===== config.mk =====
export PLATFORM = sky130hd
export DESIGN_NAME = susp_wake_ctrl
export DESIGN_NICKNAME = d
export VERILOG_FILES = /design/src/rtl/susp_pkg.sv /design/src/rtl/dm_wake_filter.sv /design/src/rtl/wake_tick_gen.sv /design/src/rtl/susp_wake_ctrl.sv
export SDC_FILE = /design/constraint.sdc
export NUM_CORES = 1
export LEC_CHECK = 0
export ABC_AREA = 1
export BUFFER_PORTS_ARGS = -buffer_cell sky130_fd_sc_hd__clkbuf_2
export CAP_MARGIN = 10
export CORE_MARGIN = 2
export CORE_UTILIZATION = 47
export DETAILED_ROUTE_END_ITERATION = 6
export PLACE_DENSITY = 0.78
export SETUP_SLACK_MARGIN = 0.05
export SLEW_MARGIN = 25
export SYNTH_ARGS = -nofsm -noshare
export SYNTH_HDL_FRONTEND = slang
export SYNTH_SLANG_ARGS = --single-unit

===== constraint.sdc =====
create_clock -name clk -period 2.1 [get_ports clk]
set_input_delay 0.315 -clock clk [delete_from_list [all_inputs] [get_ports clk]]
set_output_delay 0.315 -clock clk [all_outputs]
set_load 0.05 [all_outputs]

===== src/rtl/susp_pkg.sv =====
package susp_pkg;
  typedef enum logic [1:0] {
    PS_RUN   = 2'd0,
    PS_SLEEP = 2'd1,
    PS_WAKE  = 2'd2
  } pwr_state_e;
endpackage


===== src/rtl/dm_wake_filter.sv =====
// Synchronizes the D- level and reports a low seen on two consecutive samples.
module dm_wake_filter #(
  parameter int STAGES = 2
) (
  input  logic clk,
  input  logic rst_n,
  input  logic pin,
  output logic low_seen
);
  logic [STAGES-1:0] sync_q;
  logic              hist_q;

  always_ff @(posedge clk or negedge rst_n) begin
    if (!rst_n) begin
      sync_q <= '1;
      hist_q <= 1'b1;
    end else begin
      sync_q <= {sync_q[STAGES-2:0], pin};
      hist_q <= sync_q[STAGES-1];
    end
  end

  assign low_seen = ~sync_q[STAGES-1] & ~hist_q;
endmodule


===== src/rtl/wake_tick_gen.sv =====
// Slow periodic wake timer: one-cycle tick every PERIOD cycles while enabled.
module wake_tick_gen #(
  parameter int PERIOD = 16
) (
  input  logic clk,
  input  logic rst_n,
  input  logic en,
  output logic tick
);
  localparam int CW = (PERIOD > 2) ? $clog2(PERIOD) : 1;
  localparam logic [CW-1:0] LAST = CW'(PERIOD - 1);

  logic [CW-1:0] cnt_q, cnt_d;
  logic          tick_q, tick_d;

  always_comb begin
    cnt_d  = '0;
    tick_d = 1'b0;
    if (en) begin
      if (cnt_q == LAST) begin
        tick_d = 1'b1;
      end else begin
        cnt_d = cnt_q + 1'b1;
      end
    end
  end

  always_ff @(posedge clk or negedge rst_n) begin
    if (!rst_n) begin
      cnt_q  <= '0;
      tick_q <= 1'b0;
    end else begin
      cnt_q  <= cnt_d;
      tick_q <= tick_d;
    end
  end

  assign tick = tick_q;
endmodule


===== src/rtl/susp_wake_ctrl.sv =====
module susp_wake_ctrl
  import susp_pkg::*;
#(
  parameter int N_IRQ       = 8,
  parameter int WT_PERIOD   = 16,
  parameter int WAKE_SETTLE = 2,
  parameter int SYNC_STAGES = 2
) (
  input  logic             clk,
  input  logic             rst_n,
  input  logic             susp_set,
  input  logic [N_IRQ-1:0] irq_req,
  input  logic [N_IRQ-1:0] irq_en,
  input  logic             dminus_pin,
  input  logic             wtmr_en,
  input  logic             lvr_en_cfg,
  input  logic             xosc_wr,
  input  logic             xosc_wr_val,
  input  logic             wdr_pulse,
  output logic             susp_bit,
  output logic             osc_en,
  output logic             frt_en,
  output logic             wdt_en,
  output logic             cpu_run,
  output logic             lvr_active,
  output logic             bor_active,
  output logic             wtmr_tick,
  output logic             xosc_active
);
  localparam int SW = $clog2(WAKE_SETTLE + 1);
  localparam logic [SW-1:0] SETTLE_LAST = SW'(WAKE_SETTLE - 1);

  // Reset: asserted asynchronously, released on the clock
  logic [1:0] rst_sync_q;
  logic       rst_int_n;

  always_ff @(posedge clk or negedge rst_n) begin
    if (!rst_n) rst_sync_q <= 2'b00;
    else        rst_sync_q <= {rst_sync_q[0], 1'b1};
  end
  assign rst_int_n = rst_sync_q[1];

  // Wake sources
  logic dm_low;
  logic irq_wake;
  logic wake_any;

  dm_wake_filter #(.STAGES(SYNC_STAGES)) u_dm_filt (
    .clk      (clk),
    .rst_n    (rst_int_n),
    .pin      (dminus_pin),
    .low_seen (dm_low)
  );

  wake_tick_gen #(.PERIOD(WT_PERIOD)) u_wtmr (
    .clk   (clk),
    .rst_n (rst_int_n),
    .en    (wtmr_en),
    .tick  (wtmr_tick)
  );

  assign irq_wake = |(irq_req & irq_en);
  assign wake_any = irq_wake | dm_low | wtmr_tick;

  // State
  pwr_state_e    state_q, state_d;
  logic [SW-1:0] settle_q, settle_d;
  logic          xosc_cfg_q, xosc_cfg_d;
  logic          xosc_act_q, xosc_act_d;
  logic          xosc_act_load;

  always_comb begin
    state_d       = state_q;
    settle_d      = settle_q;
    xosc_act_load = 1'b0;
    unique case (state_q)
      PS_RUN: begin
        if (susp_set) begin
          state_d       = PS_SLEEP;
          xosc_act_load = 1'b1;
        end
      end
      PS_SLEEP: begin
        if (wake_any) begin
          state_d  = PS_WAKE;
          settle_d = '0;
        end
      end
      PS_WAKE: begin
        if (settle_q == SETTLE_LAST) state_d = PS_RUN;
        else                         settle_d = settle_q + 1'b1;
      end
      default: state_d = PS_RUN;
    endcase
  end

  always_comb begin
    xosc_cfg_d = xosc_cfg_q;
    if (wdr_pulse)    xosc_cfg_d = 1'b0;
    else if (xosc_wr) xosc_cfg_d = xosc_wr_val;
    xosc_act_d = xosc_act_load ? xosc_cfg_q : xosc_act_q;
  end

  always_ff @(posedge clk or negedge rst_int_n) begin
    if (!rst_int_n) begin
      state_q    <= PS_RUN;
      settle_q   <= '0;
      xosc_cfg_q <= 1'b0;
      xosc_act_q <= 1'b0;
    end else begin
      state_q    <= state_d;
      settle_q   <= settle_d;
      xosc_cfg_q <= xosc_cfg_d;
      xosc_act_q <= xosc_act_d;
    end
  end

  // Outputs decoded from the registered state
  assign susp_bit    = (state_q == PS_SLEEP);
  assign osc_en      = ~susp_bit;
  assign frt_en      = ~susp_bit;
  assign wdt_en      = ~susp_bit;
  assign cpu_run     = (state_q == PS_RUN);
  assign lvr_active  = lvr_en_cfg & ~susp_bit;
  assign bor_active  = ~lvr_active;
  assign xosc_active = xosc_act_q;
endmodule


# == Word-level counts from Yosys, hierarchy flattened ==
# Cells that the tools add are included.
# W data, S select, Z words.
# word_totals
ff_bits,16
in_bits,25
output_inout_bits,9
word_cells,49
# classes
addsub,2
mux,15
n_eq_ne,8
n_reduce_logical,6
bitwise_logic,9
# op_table
op,count
$mux W2,5
$and A8 B8 Y8,1
$mux W4,2
$reduce_or A8 Y1,1
$mux W1,6
$ne A2 B2 Y1 const B,3
$pmux W2 S3,1
$reduce_and A3 Y1,2
$add A4 B1 Y4 const B,1
$eq A2 B1 Y1 const B,2
$eq A4 B4 Y1 const B,1
$not A1 Y1,4
$pmux W2 S2,1
$reduce_bool A2 Y1,2
$add A2 B1 Y2 const B,1
$and A1 B1 Y1,2
$eq A2 B2 Y1 const B,1
$logic_not A2 Y1,1
$ne A2 B1 Y1 const B,1
$or A1 B1 Y1,2

# == Logic depth before layout (Yosys ltp) ==
# Gate-level depths: netlist of the first run.
# depth
depth_word,6
depth_mapped,7
mapped_depth_nobuf,7

# == Modules after synthesis ==
# Synthesis of the first run repeated with hierarchy kept, for this count alone.
# unflattened
cells_unflattened,81
area_unflattened_um2,730.7
# by_module_without_submodules
module,area_each_um2,n_inst,seq_area_each_um2,cells_per_inst
susp_wake_ctrl,434.2,1,200.2,54
wake_tick_gen,214.0,1,125.1,23
dm_wake_filter,82.6,1,78.8,4

# == Least setup slack after synthesis of the first run ==
# No wires, ideal clock.
# synth_timing
path_type,reg-to-output
start,register state_q[1]
end,output lvr_active
path_stages_with_launch,5
t_arrival_ps,1962
path_slack_ps,-177
path_buffers,0
required_time_ps,1785
path_cell_list,dfrtp_1 nor2_2 inv_2 nand2_1 inv_1
# synth_via
elab_chain_len,3
# synth_rtl
element,line_no,source
"start, declared",susp_wake_ctrl.sv:66,"pwr_state_e state_q, state_d;"
"start signal, assigned",susp_wake_ctrl.sv:111,state_q <= state_d;
$eq A2 B1 Y1,susp_wake_ctrl.sv:119,assign susp_bit = (state_q == PS_SLEEP);
net susp_bit,susp_wake_ctrl.sv:20,"output logic susp_bit,"
$not A1 Y1,-,
net frt_en,susp_wake_ctrl.sv:22,"output logic frt_en,"
$and A1 B1 Y1,susp_wake_ctrl.sv:124,assign lvr_active = lvr_en_cfg & ~susp_bit;
"end, declared",susp_wake_ctrl.sv:25,"output logic lvr_active,"
# The timed path passes the listed nets, and every way through them passes these cells.

# == Worst setup path in the final report of the first run ==
# layout_timing
start,register state_q[0]
end,output lvr_active
# layout_via
elab_chain_len,3
# layout_rtl
element,line_no
$eq A2 B1 Y1,susp_wake_ctrl.sv:119
$not A1 Y1,susp_wake_ctrl.sv:124
$and A1 B1 Y1,susp_wake_ctrl.sv:124
# No other way between the ends.

==> results of run 1 <==
[critical path, stage by stage (launching register included)]
cell and delay [ns]:
dfrtp_1 0.42, inv_2 0.09, nor2_4 0.04, inv_2 0.09
nand2_1 0.07, inv_1 0.05, clkbuf_2 0.26
[layer usage]
| layer | vias to the layer above | GRT usage | routed length (um) |
|---|---|---|---|
| met2 | 28 | 0.2716 | 547 |
| met4 | 0 | 0.07273 | 6 |
| met5 | - | 0 | 0 |
| li1 | 313 | - | - |
| met3 | 2 | 0.04681 | 133 |
| met1 | 252 | 0.1694 | 494 |
[power groups by stage]
stage               combinational, uW  sequential (uW)  clock (uW)
floorplan                         356              437           0
CTS                               472              406         198
finish                            467              407         193
detailed placement                468              412           0
global placement                  460              407           0
global route                      510              416         215
[logic make-up after synthesis]
logic type	synth area share
other	0.005167
DFF	0.5569
xor gates and xnor gates	0.01207
adders and majority gates	0.03448
muxes	0.02068
buffers and inverters	0.08276
AOI/OAI and AO/OA	0.04656
and+or+nand+nor	0.2414
[Yosys cell counts]
library cell	n	area share
inv_2	2	0.010
xor2_1	1	0.012
nand2_2	1	0.0086
conb_1	1	0.0052
ha_1	2	0.034
nor2_1	9	0.047
buf_4	2	0.021
a211oi_1	1	0.010
o21ai_0	2	0.014
nor2_2	3	0.026
inv_1	10	0.052
nand2_1	23	0.12
nand3_1	4	0.028
dfrtp_1	13	0.45
nand3_2	1	0.014
mux2_4	1	0.021
o21ai_4	1	0.022
dfstp_2	3	0.11
[layout make-up]
| type | instances | area share |
|---|---|---|
| Sequential cell | 16 | 0.4267 |
| Inverter | 12 | 0.04756 |
| Multi-Input combinational cell | 50 | 0.2814 |
| Clock buffer | 4 | 0.03831 |
| Tap cell | 16 | 0.02114 |
| Timing Repair Buffer | 34 | 0.1849 |
[registers in the layout, summed over array words and instances (netlist names)]
register / count
settle_q: 2
xosc_active: 1
u_wtmr.tick: 1
u_wtmr.cnt_q: 4
state_q: 2
u_dm_filt.hist_q: 1
xosc_cfg_q: 1
rst_sync_q: 2
u_dm_filt.sync_q: 2
[stage by stage]
step	total power, uW	hold WS, ns	instances	cell area, um^2
2_1_floorplan	792.3	0.01941	80	730.7
3_3_place_gp	866.9	0.1025	127	900.9
3_5_place_dp	879.9	0.1028	127	900.9
4_1_cts	1076	0.1082	132	947.2
5_1_grt	1142	0.08867	132	947.2
6_report	1067	0.1122	132	947.2
[what timing repair did]
| item | CTS | global route |
|---|---|---|
| hold endpoints to repair | 2 | 0 |
| hold buffers | 1 | 0 |
| resized for setup | 0 | 0 |
[worst paths after layout]
kind	cells past startpoint	slack [ns]	start	end
setup / recovery	6	0.49	state_q[0]$_DFFE_PN0P_	lvr_active
hold / removal	1	0.11	dminus_pin	u_dm_filt.sync_q[0]$_DFF_PN1_
setup reg to reg	5	0.96	settle_q[0]$_DFFE_PN0P_	settle_q[0]$_DFFE_PN0P_
hold reg to reg	0	0.22	rst_sync_q[1]$_DFF_PN0_	u_wtmr.cnt_q[3]$_DFF_PN0_
max in group asynchronous	0	1.51	rst_sync_q[1]$_DFF_PN0_	u_dm_filt.hist_q$_DFF_PN1_
min in group asynchronous	0	0.22	rst_sync_q[1]$_DFF_PN0_	u_wtmr.cnt_q[3]$_DFF_PN0_
==> results.txt, run 1 <==
The internal portion of total power is ~600 uW. The count of cell types in the netlist came out at 18. After clock tree synthesis, the setup repair step added 0 buffers.

The total wire length came out at around 1.2 mm. The core region is about 0.0015 mm^2. Of the total power, the share spent switching nets is 0.4387.

The relative slew slack came out at 0.6480. The area taken by flip-flops and latches is between 400 and 500 um^2. The relative contribution of combinational cells to total power came out at 0.438. The worst setup path is launched from a flip-flop. The flip-flop and latch count after synthesis is 16.

Summed over all failing endpoints, the final setup total negative slack is 0 ns. Dividing the detail-routed wire length by the instance count gives 8.947 um. The largest net degree at the start of global routing is 15. The standard-cell row count is 14. TritonCTS created 3 clock buffers.

The full die area came out at 0.001874 mm^2. The share of total power dissipated in sequential elements is 0.381. The routability congestion estimate from global placement came out at between 0.7 and 0.8. The count of synthesis-stage warnings from yosys is 0. The mean cell area of the mapped netlist is approximately 9 um^2.

From bottom edge to top edge, the die measures between 40 and 50 um. The worst-skew pair later-pin latency came out at between 0.2 and 0.3 ns. Setup repair after global routing left no endpoint under its margin. The overall global routing resource usage came out at 0.1556. The power dissipated by switching net loads is roughly 470 uW. The worst hold path belongs to the class in2reg. The endpoint class of the critical path is an output port.

The first-pass detailed-route iteration total is 1. The clock arrives with ~0.003 ns of skew. After layout, the minimum clock period comes to 1.609 ns. The maximum fanout along the worst path came out at 5. The highest clock frequency the design can meet is 0.6216 GHz. The number of global-route vias before repair is 569. The final number of max-transition violations came out at 0. Pin placement for this block handled 34 I/O pins. The clock drives 16 sinks. The share of the Yosys chip area taken by registers is 0.5569.

The detailed-route via count came out at between 500 and 600. The slew at the pin with the worst max-slew slack came out at between 0.5 and 0.6 ns. The die width is around 43 um. The initial utilization of the core area, before any placement, comes to 0.4932. Leaving out fill and tap cells, the most frequent cell in the layout is clkbuf_2. Before CTS, the worst setup slack after placement is 0.7830 ns. For this design the ratio of total power to cell area is roughly 1100 mW/mm^2. TritonCTS built the clock tree. The run finished with clean final reports.

Setup violations remaining at the end of the flow were counted as 0. The total of max-cap violations came out at 0. The worst setup path is of the reg2out kind.

In the layout the commonest cells are clkbuf_2, nand2_1, dfrtp_1, inv_1, nor2_1. The count of antenna-violating nets left after detailed routing came out at 0. The multi-input gate area in the final layout came out at 266.5 um^2. The clock edge transition at the registers on the reported setup and hold paths came out at about 0.090 ns.

The final-report hold violation count came out at 0. The net count after synthesis is about 110. The first global-routing pass estimated approximately 2.1 mm of wire. In this run the number of H-tree levels came out at 1. The buffer depth of the longest clock path is 2. The number of inserted filler cells in the final layout came out at about 130.

The count of buffers from port buffering is 33. The final critical-path setup slack is between 0.4 and 0.5 ns. The detailed placer's ending HPWL is roughly 1.0 mm.

The master cell of the clock root buffer is clkbuf_4. The number of violations reported at the end of detailed-routing iteration 0 came out at 0. After the last flow step, the layout net total stands at about 140. The number of antenna diodes in the final layout is 0.

The static leakage is approximately 0.00056 uW. The maximum VDD drop came out at between 800 and 900 uV. The remaining routing DRC violations is 0.

For this run, the share of the core covered by cells in the final layout is 0.6437. The worst endpoint required time is ~1.8 ns. The routed via count divided by cell count came out at approximately 4.5. The area overhead of the layout relative to synthesis came out at 30.52%.

Data on the critical path arrives at its endpoint at 1.29 ns. The initial antenna violation count came out at 0. Of the available clock period, the critical path in the final layout requires 0.7660. The clock network power share is 0.181.

Synthesis handed over a netlist of 80 instances. Global routing finished with a remaining overflow of 0. The fraction of final layout cells sized beyond drive strength 1 is 0.4224. After synthesis the cells add up to around 730 um^2.
Note: power is estimated with default switching activity, not from simulation.
==> inputs of run 2 (changes only) <==
Settings changed: CORE_UTILIZATION 47 to 44, PLACE_DENSITY 0.78 to 0.73.
Clock period 2.1 ns to 1.6 ns, I/O delays scaled along.
==> results.txt, run 2 (synthesized netlist as in run 1, its figures left out) <==
Counting flops per register, the top entry is u_wtmr.cnt_q. The cell sitting at the root of the clock tree is a clkbuf_4. The clock sink count is 16 (unchanged). The worst hold path belongs to the class in2reg. The critical path is of the reg2out type. The global-route wire length before repair came out at 2.007 mm (-4.9%). The final-layout setup total negative slack was 0 ns (unchanged). Among all stages on the critical path, the largest delay is contributed by dfrtp_2. The count of buffers from port buffering came to 33 (unchanged). The final-report hold violation count was 0 (unchanged). Routed signal wires occupy layers up through met4. The slew at the pin with the worst max-slew slack is 0.5080 ns (-0.02003 ns). The final number of max-transition violations came out at 0 (unchanged).

The longest individual stage delay on the worst path was 0.45 ns (+0.03 ns). The post-layout total power came out at 1436 uW (+35%). The TritonCTS clock tree is yes. The maximum level of the CTS H-tree is 1 (unchanged). Leaving out fill and tap cells, the most frequent cells in the layout are clkbuf_2, nand2_1, dfrtp_1, inv_1, nor2_1. The clock network power share came out at 0.177 (-0.004). Setup repair after global routing left no endpoint under its margin. The final critical-path setup slack came out at 0.1130 ns (-0.3783 ns). The relative contribution of combinational cells to total power is 0.452 (+0.014). The total setup violations reported at the end of the flow is 0 (unchanged). STA classifies the critical path endpoint as an output port. The flip-flop count of the largest register, all copies and words added came out at 4 (unchanged).

The overall global routing resource usage came out at 0.1419 (-0.01368). The buffer depth of the longest clock path came out at 2 (unchanged). The sum of met2 wire segment lengths after detailed routing is 519 um (-5.1%). The y dimension of the die is 44.61 um (+3.0%). The fraction of final layout cells sized beyond drive strength 1 was 0.4483 (+0.02586). Counting I/O delays and the setup requirement, the final critical path takes between 1 and 1.5 ns. The detailed placer's ending HPWL was 988.8 um (-2.3%). The internal portion of total power is 806.7 uW (+35%).

The number of violations reported at the end of detailed-routing iteration 0 is 2 (+2). The relative slew slack is 0.6614 (+0.01335). The initial antenna violation count is 0 (unchanged). The largest clock skew in the final design is 0.003021 ns (-0.00003770 ns). The power density normalized to cell area is 1468 mW/mm^2 (+30%).

The post-CTS setup-driven buffer insertion count is 0 (unchanged). The portion of the clock cycle consumed by the worst path in the final layout came out at 0.9294. The detailed-route via count came to 586 (-1.5%). The clock edge transition at the registers on the reported setup and hold paths came out at 0.09 ns (about the same). The amount of wire on met3 after detailed routing is 120 um (-9.8%).

The routed metal-1 wirelength is 498 um (+0.81%). The worst-skew pair later-pin latency came out at 0.28 ns (about the same). The total of max-cap violations is 0 (unchanged).

The first-pass detailed-route iteration total was 4 (+3). The arrival time at the worst endpoint was 1.25 ns (-0.04 ns). The number of buffers created by CTS was 3 (unchanged). The total wire length was 1.152 mm (-2.5%). The maximum VDD drop came to 822.1 uV (+1.4%).

The routability congestion estimate from global placement came out at 0.6939 (-3.6%). The worst endpoint required time came out at 1.36 ns (-0.42 ns). The switching portion of total power is 0.4383 (about the same). The residual overflow from global routing came out at 0 (unchanged). The count of antenna-violating nets left after detailed routing came out at 0 (unchanged). The count of boundary I/O pins is 34 (unchanged). The number of antenna cells inserted came out at 0 (unchanged). The remaining routing DRC violations is 0 (unchanged). The full die area is 0.001990 mm^2 (+6.2%). The kind of start point of the critical path is a flip-flop. The most common cell after layout, fill and taps aside is clkbuf_2. The floorplan core area came out at 0.001524 mm^2 (+3.6%). The power dissipated by switching net loads came out at 629.5 uW (+34%). The run finished with clean final reports. The effective utilization at floorplan is 0.4762 (-0.01701). The maximum fanout along the worst path is 5 (unchanged). The largest net degree at the start of global routing came out at 15 (unchanged). The worst setup slack before clock tree synthesis is 0.3602 ns (-0.4229 ns). The critical path goes through nor2_4, inv_6, nand2_8, clkinvlp_4, buf_4. The post-layout net count came out at 144 (unchanged).

The standard-cell row count came out at 14 (unchanged). The routed via count divided by cell count is 4.439 (-1.5%). The static leakage came to 0.0005582 uW (-0.37%).

Relative to the synthesized area, the layout overhead comes to 34.83%. The sequential fraction of design power came out at 0.371 (-0.010). The wire length per cell after detailed routing is 8.727 um (-2.5%). The die width is 44.61 um (+3.0%). Derived from the worst setup path, the maximum achievable clock frequency is 0.6725 GHz. The number of global-route vias before repair is 537 (-5.6%).
==> run 2: what timing repair did <==
item	CTS	global route
hold endpoints to repair	2	0
setup endpoints to repair	1	2
resized for setup	1	4
pin swaps	0	1
hold buffers	1	0
==> run 2: metal layers <==
| layer | GRT usage | up-vias |
|---|---|---|
| met2 | 0.2319 | 25 |
| met1 | 0.1605 | 249 |
| met5 | 0 | - |
| met3 | 0.04082 | 2 |
| met4 | 0.09091 | 0 |
| li1 | - | 310 |
==> run 2: per-stage QoR <==
| stage | cell area, um^2 | utilization | hold WS [ns] | std cells |
|---|---|---|---|---|
| after floorplan | 755.7 | - | -0.05559 | 80 |
| after global placement | 925.9 | 0.6076 | 0.02585 | 127 |
| after detailed placement | 925.9 | 0.6076 | 0.02590 | 127 |
| after CTS | 974.7 | 0.6396 | 0.03058 | 132 |
| after global routing | 978.4 | 0.6420 | 0.02400 | 132 |
| final | 978.4 | 0.6420 | 0.03997 | 132 |
==> run 2: final timing paths <==
path | start | end | slack, ns | depth (start not counted)
max | state_q[1]$_DFFE_PN0P_ | lvr_active | 0.11 | 5
min | dminus_pin | u_dm_filt.sync_q[0]$_DFF_PN1_ | 0.04 | 1
max reg2reg | u_dm_filt.sync_q[1]$_DFF_PN1_ | settle_q[1]$_DFFE_PN0P_ | 0.49 | 6
min reg2reg | rst_sync_q[1]$_DFF_PN0_ | u_wtmr.cnt_q[1]$_DFF_PN0_ | 0.21 | 0
max in group asynchronous | rst_sync_q[1]$_DFF_PN0_ | state_q[1]$_DFFE_PN0P_ | 1.02 | 0
min in group asynchronous | rst_sync_q[1]$_DFF_PN0_ | u_wtmr.cnt_q[1]$_DFF_PN0_ | 0.21 | 0
==> run 2: power by group through the flow <==
stage	clock network (uW)	logic (uW)	registers (uW)
finish	254	650	532
global route	285	708	544
CTS	263	656	531
detailed placement	0	647	539
global placement	0	638	536
floorplan	0	498	573
==> run 2: worst max-delay path: cells and delay by family (launching register included) <==
family	cells	cell delay [ns]
buffers and inverters	3	0.30
flip-flops	1	0.45
AND/OR/NAND/NOR	2	0.22
==> run 2: final cells by class <==
type	instances	area, um^2
inverter	12	53.80
clock buffer	4	36.28
tap	16	20.02
timing repair buffer	34	180.2
fill	129	545.5
sequential	16	405.4
multi-input combinational	50	282.8
==> inputs of run 3 (changes only) <==
Settings changed: CORE_UTILIZATION 44 to 47, CTS_BUF_LIST set to sky130_fd_sc_hd__clkbuf_4, PLACE_DENSITY 0.73 to 0.78.
==> results.txt, run 3 (synthesized netlist as in run 1, its figures left out) <==
The remaining routing DRC violations is 0 (unchanged). The final-layout setup total negative slack was 0 ns (unchanged). The arrival time at the worst endpoint is 1.26 ns (about the same). The total wire length came out at 1.194 mm (+3.6%). The final-report hold violation count came out at 0 (unchanged).

The final critical-path setup slack is 0.1043 ns (-0.008655 ns). The clock edge transition at the registers on the reported setup and hold paths is 0.08 ns (about the same). The number of violations reported at the end of detailed-routing iteration 0 is 6 (+4). The maximum fanout along the worst path is 5 (unchanged). The clock sink count came to 16 (unchanged). The effective utilization at floorplan is 0.4932 (+0.01701). The residual overflow from global routing came out at 0 (unchanged). The logic depth of the worst register-to-register path is 5 (-1). The post-layout net count is 145 (+0.69%). The detailed placer's ending HPWL is 981.2 um (-0.77%). The setup slack of the most critical reg-to-reg path is 0.49 ns (about the same). The flip-flop count of the largest register, all copies and words added came out at 4 (unchanged). The global-route wire length before repair is 2.063 mm (+2.8%). The relative slew slack is 0.6621 (+0.0007730). The first-pass detailed-route iteration total is 3 (-1). The worst hold slack came out at 0.03369 ns (-0.006276 ns).

The start point of the worst hold path is dminus_pin. The number of antenna cells inserted came out at 0 (unchanged). The worst hold path stage count came out at 1 (unchanged). The worst register-to-register path ends at settle_q[0]$_DFFE_PN0P_. The number of inserted filler cells in the final layout is 114 (-12%). The power density normalized to cell area is 1455 mW/mm^2 (-0.85%). The largest clock skew in the final design is 0.01019 ns (+0.007164 ns). The buffer depth of the longest clock path was 2 (unchanged). The maximum VDD drop came out at 685.7 uV (-17%). The total setup violations reported at the end of the flow was 0 (unchanged). The highest clock frequency the design can meet came out at 0.6686 GHz (-0.58%). The total of max-cap violations came out at 0 (unchanged). The final core utilization was 0.6658 (+0.02378). The area of all placed cells without fillers came out at 979.7 um^2 (+0.13%). The slew at the pin with the worst max-slew slack is 0.5068 ns (-0.001159 ns). The worst setup path category is reg2out.

The worst hold path endpoint is u_dm_filt.sync_q[0]$_DFF_PN1_. The count of boundary I/O pins came out at 34 (unchanged). The kind of start point of the critical path is a flip-flop. The cell area after placement is 925.9 um^2 (unchanged). Leaving out fill and tap cells, the most frequent cell in the layout is clkbuf_2. The endpoint class of the critical path is an output port. The area overhead of the layout relative to synthesis came out at 35.00%. The worst endpoint required time came out at 1.36 ns (about the same). TritonCTS built the clock tree.

The startpoint identified for the worst register-to-register timing path is settle_q[0]$_DFFE_PN0P_. The clock period minus final worst setup slack came to 1.496 ns (+0.008655 ns). The routed via count divided by cell count is 4.398 (-0.92%). The number of global-route vias before repair is 557 (+3.7%).

The die width came out at 43.30 um (-2.9%). The floorplan core area is 0.001471 mm^2 (-3.4%). The tree is rooted in a clkbuf_4. The overall global routing resource usage came out at 0.1497 (+0.007852). The worst setup slack before clock tree synthesis came out at 0.3597 ns (-0.0004690 ns). The full die area came out at 0.001874 mm^2 (-5.8%). The initial antenna violation count was 0 (unchanged). Counting flops per register, the top entry is u_wtmr.cnt_q. The y dimension of the die came to 43.30 um (-2.9%). The portion of the clock cycle consumed by the worst path in the final layout is 0.9348 (+0.005409). The min-delay analysis places its worst path in the category in2reg. The routability congestion estimate from global placement came out at 0.6865 (-1.1%). The standard-cell row count is 14 (unchanged). Setup repair after global routing left no endpoint under its margin. The largest net degree at the start of global routing came out at 15 (unchanged). The run finished with clean final reports. The count of buffers from port buffering is 33 (unchanged). The final number of max-transition violations is 0 (unchanged).

The fraction of final layout cells sized beyond drive strength 1 is 0.4530 (+0.004716). The static leakage is 0.0005607 uW (+0.45%). The count of antenna-violating nets left after detailed routing came to 0 (unchanged).

The maximum level of the CTS H-tree came out at 1 (unchanged). The detailed-route via count was 585 (-0.17%). The wire length per cell after detailed routing was 8.977 um (+2.9%). The library cells used most frequently in the layout, excluding fill and tap cells, are clkbuf_2, nand2_1, dfrtp_1, inv_1, nor2_1. The worst-skew pair later-pin latency is 0.29 ns (about the same). The number of buffers created by CTS was 3 (unchanged).
## run 3: metrics by stage
stage	power [uW]	instances
3_5_place_dp	1184	127
4_1_cts	1419	132
2_1_floorplan	1072	80
5_1_grt	1521	133
6_report	1426	133
3_3_place_gp	1170	127
## run 3: metal layers
layer | vias to the layer above | wire length (um) | global-route usage
met1 | 239 | 477 | 0.1737
met5 | - | 0 | 0
li1 | 311 | - | -
met2 | 33 | 539 | 0.2448
met4 | 0 | 21 | 0.09091
met3 | 2 | 155 | 0.03830
## run 3: how the worst max path moves through the flow
stage                            from  depth (start not counted)          to  slack [ns]
3_3_place_gp   state_q[0]$_DFFE_PN0P_                          6  lvr_active        0.39
6_report       state_q[1]$_DFFE_PN0P_                          5  lvr_active        0.10
2_1_floorplan  state_q[0]$_DFFE_PN0P_                          5  lvr_active        0.04
3_5_place_dp   state_q[0]$_DFFE_PN0P_                          6  lvr_active        0.36
4_1_cts        state_q[0]$_DFFE_PN0P_                          5  bor_active        0.06
5_1_grt        state_q[1]$_DFFE_PN0P_                          5  lvr_active        0.05
## run 3: repair_timing
action / in CTS / in global routing
hold endpoints to repair: 2 / 0
hold buffers: 1 / 0
gates resized for setup: 1 / 4
cloned: 0 / 0
pin swaps: 0 / 1
endpoints found under the setup margin: 1 / 2
buffers inserted: 0 / 1
## run 3: area by class of cell
type | instances | area, um^2 | share of cell area
multi-input cells | 50 | 282.8 | 0.2886
well taps | 16 | 20.02 | 0.02043
flip-flops and latches | 16 | 405.4 | 0.4138
repair buffers | 35 | 187.7 | 0.1916
clock buffers | 4 | 30.03 | 0.03065
inverters | 12 | 53.80 | 0.05492
## run 3: worst max-delay path, cell delays in order, from the launching register on
cell	delay, ns
dfrtp_2	0.44
nor2_4	0.16
inv_6	0.07
nand2_8	0.06
clkinvlp_4	0.06
buf_4	0.18
## run 3: where the power goes
part	total [uW]	switching (uW)	leakage, uW	internal [uW]
clock	235	121	0.0000184	114
combinational	659	457	0.000343	201
sequential	532	56.9	0.000199	475
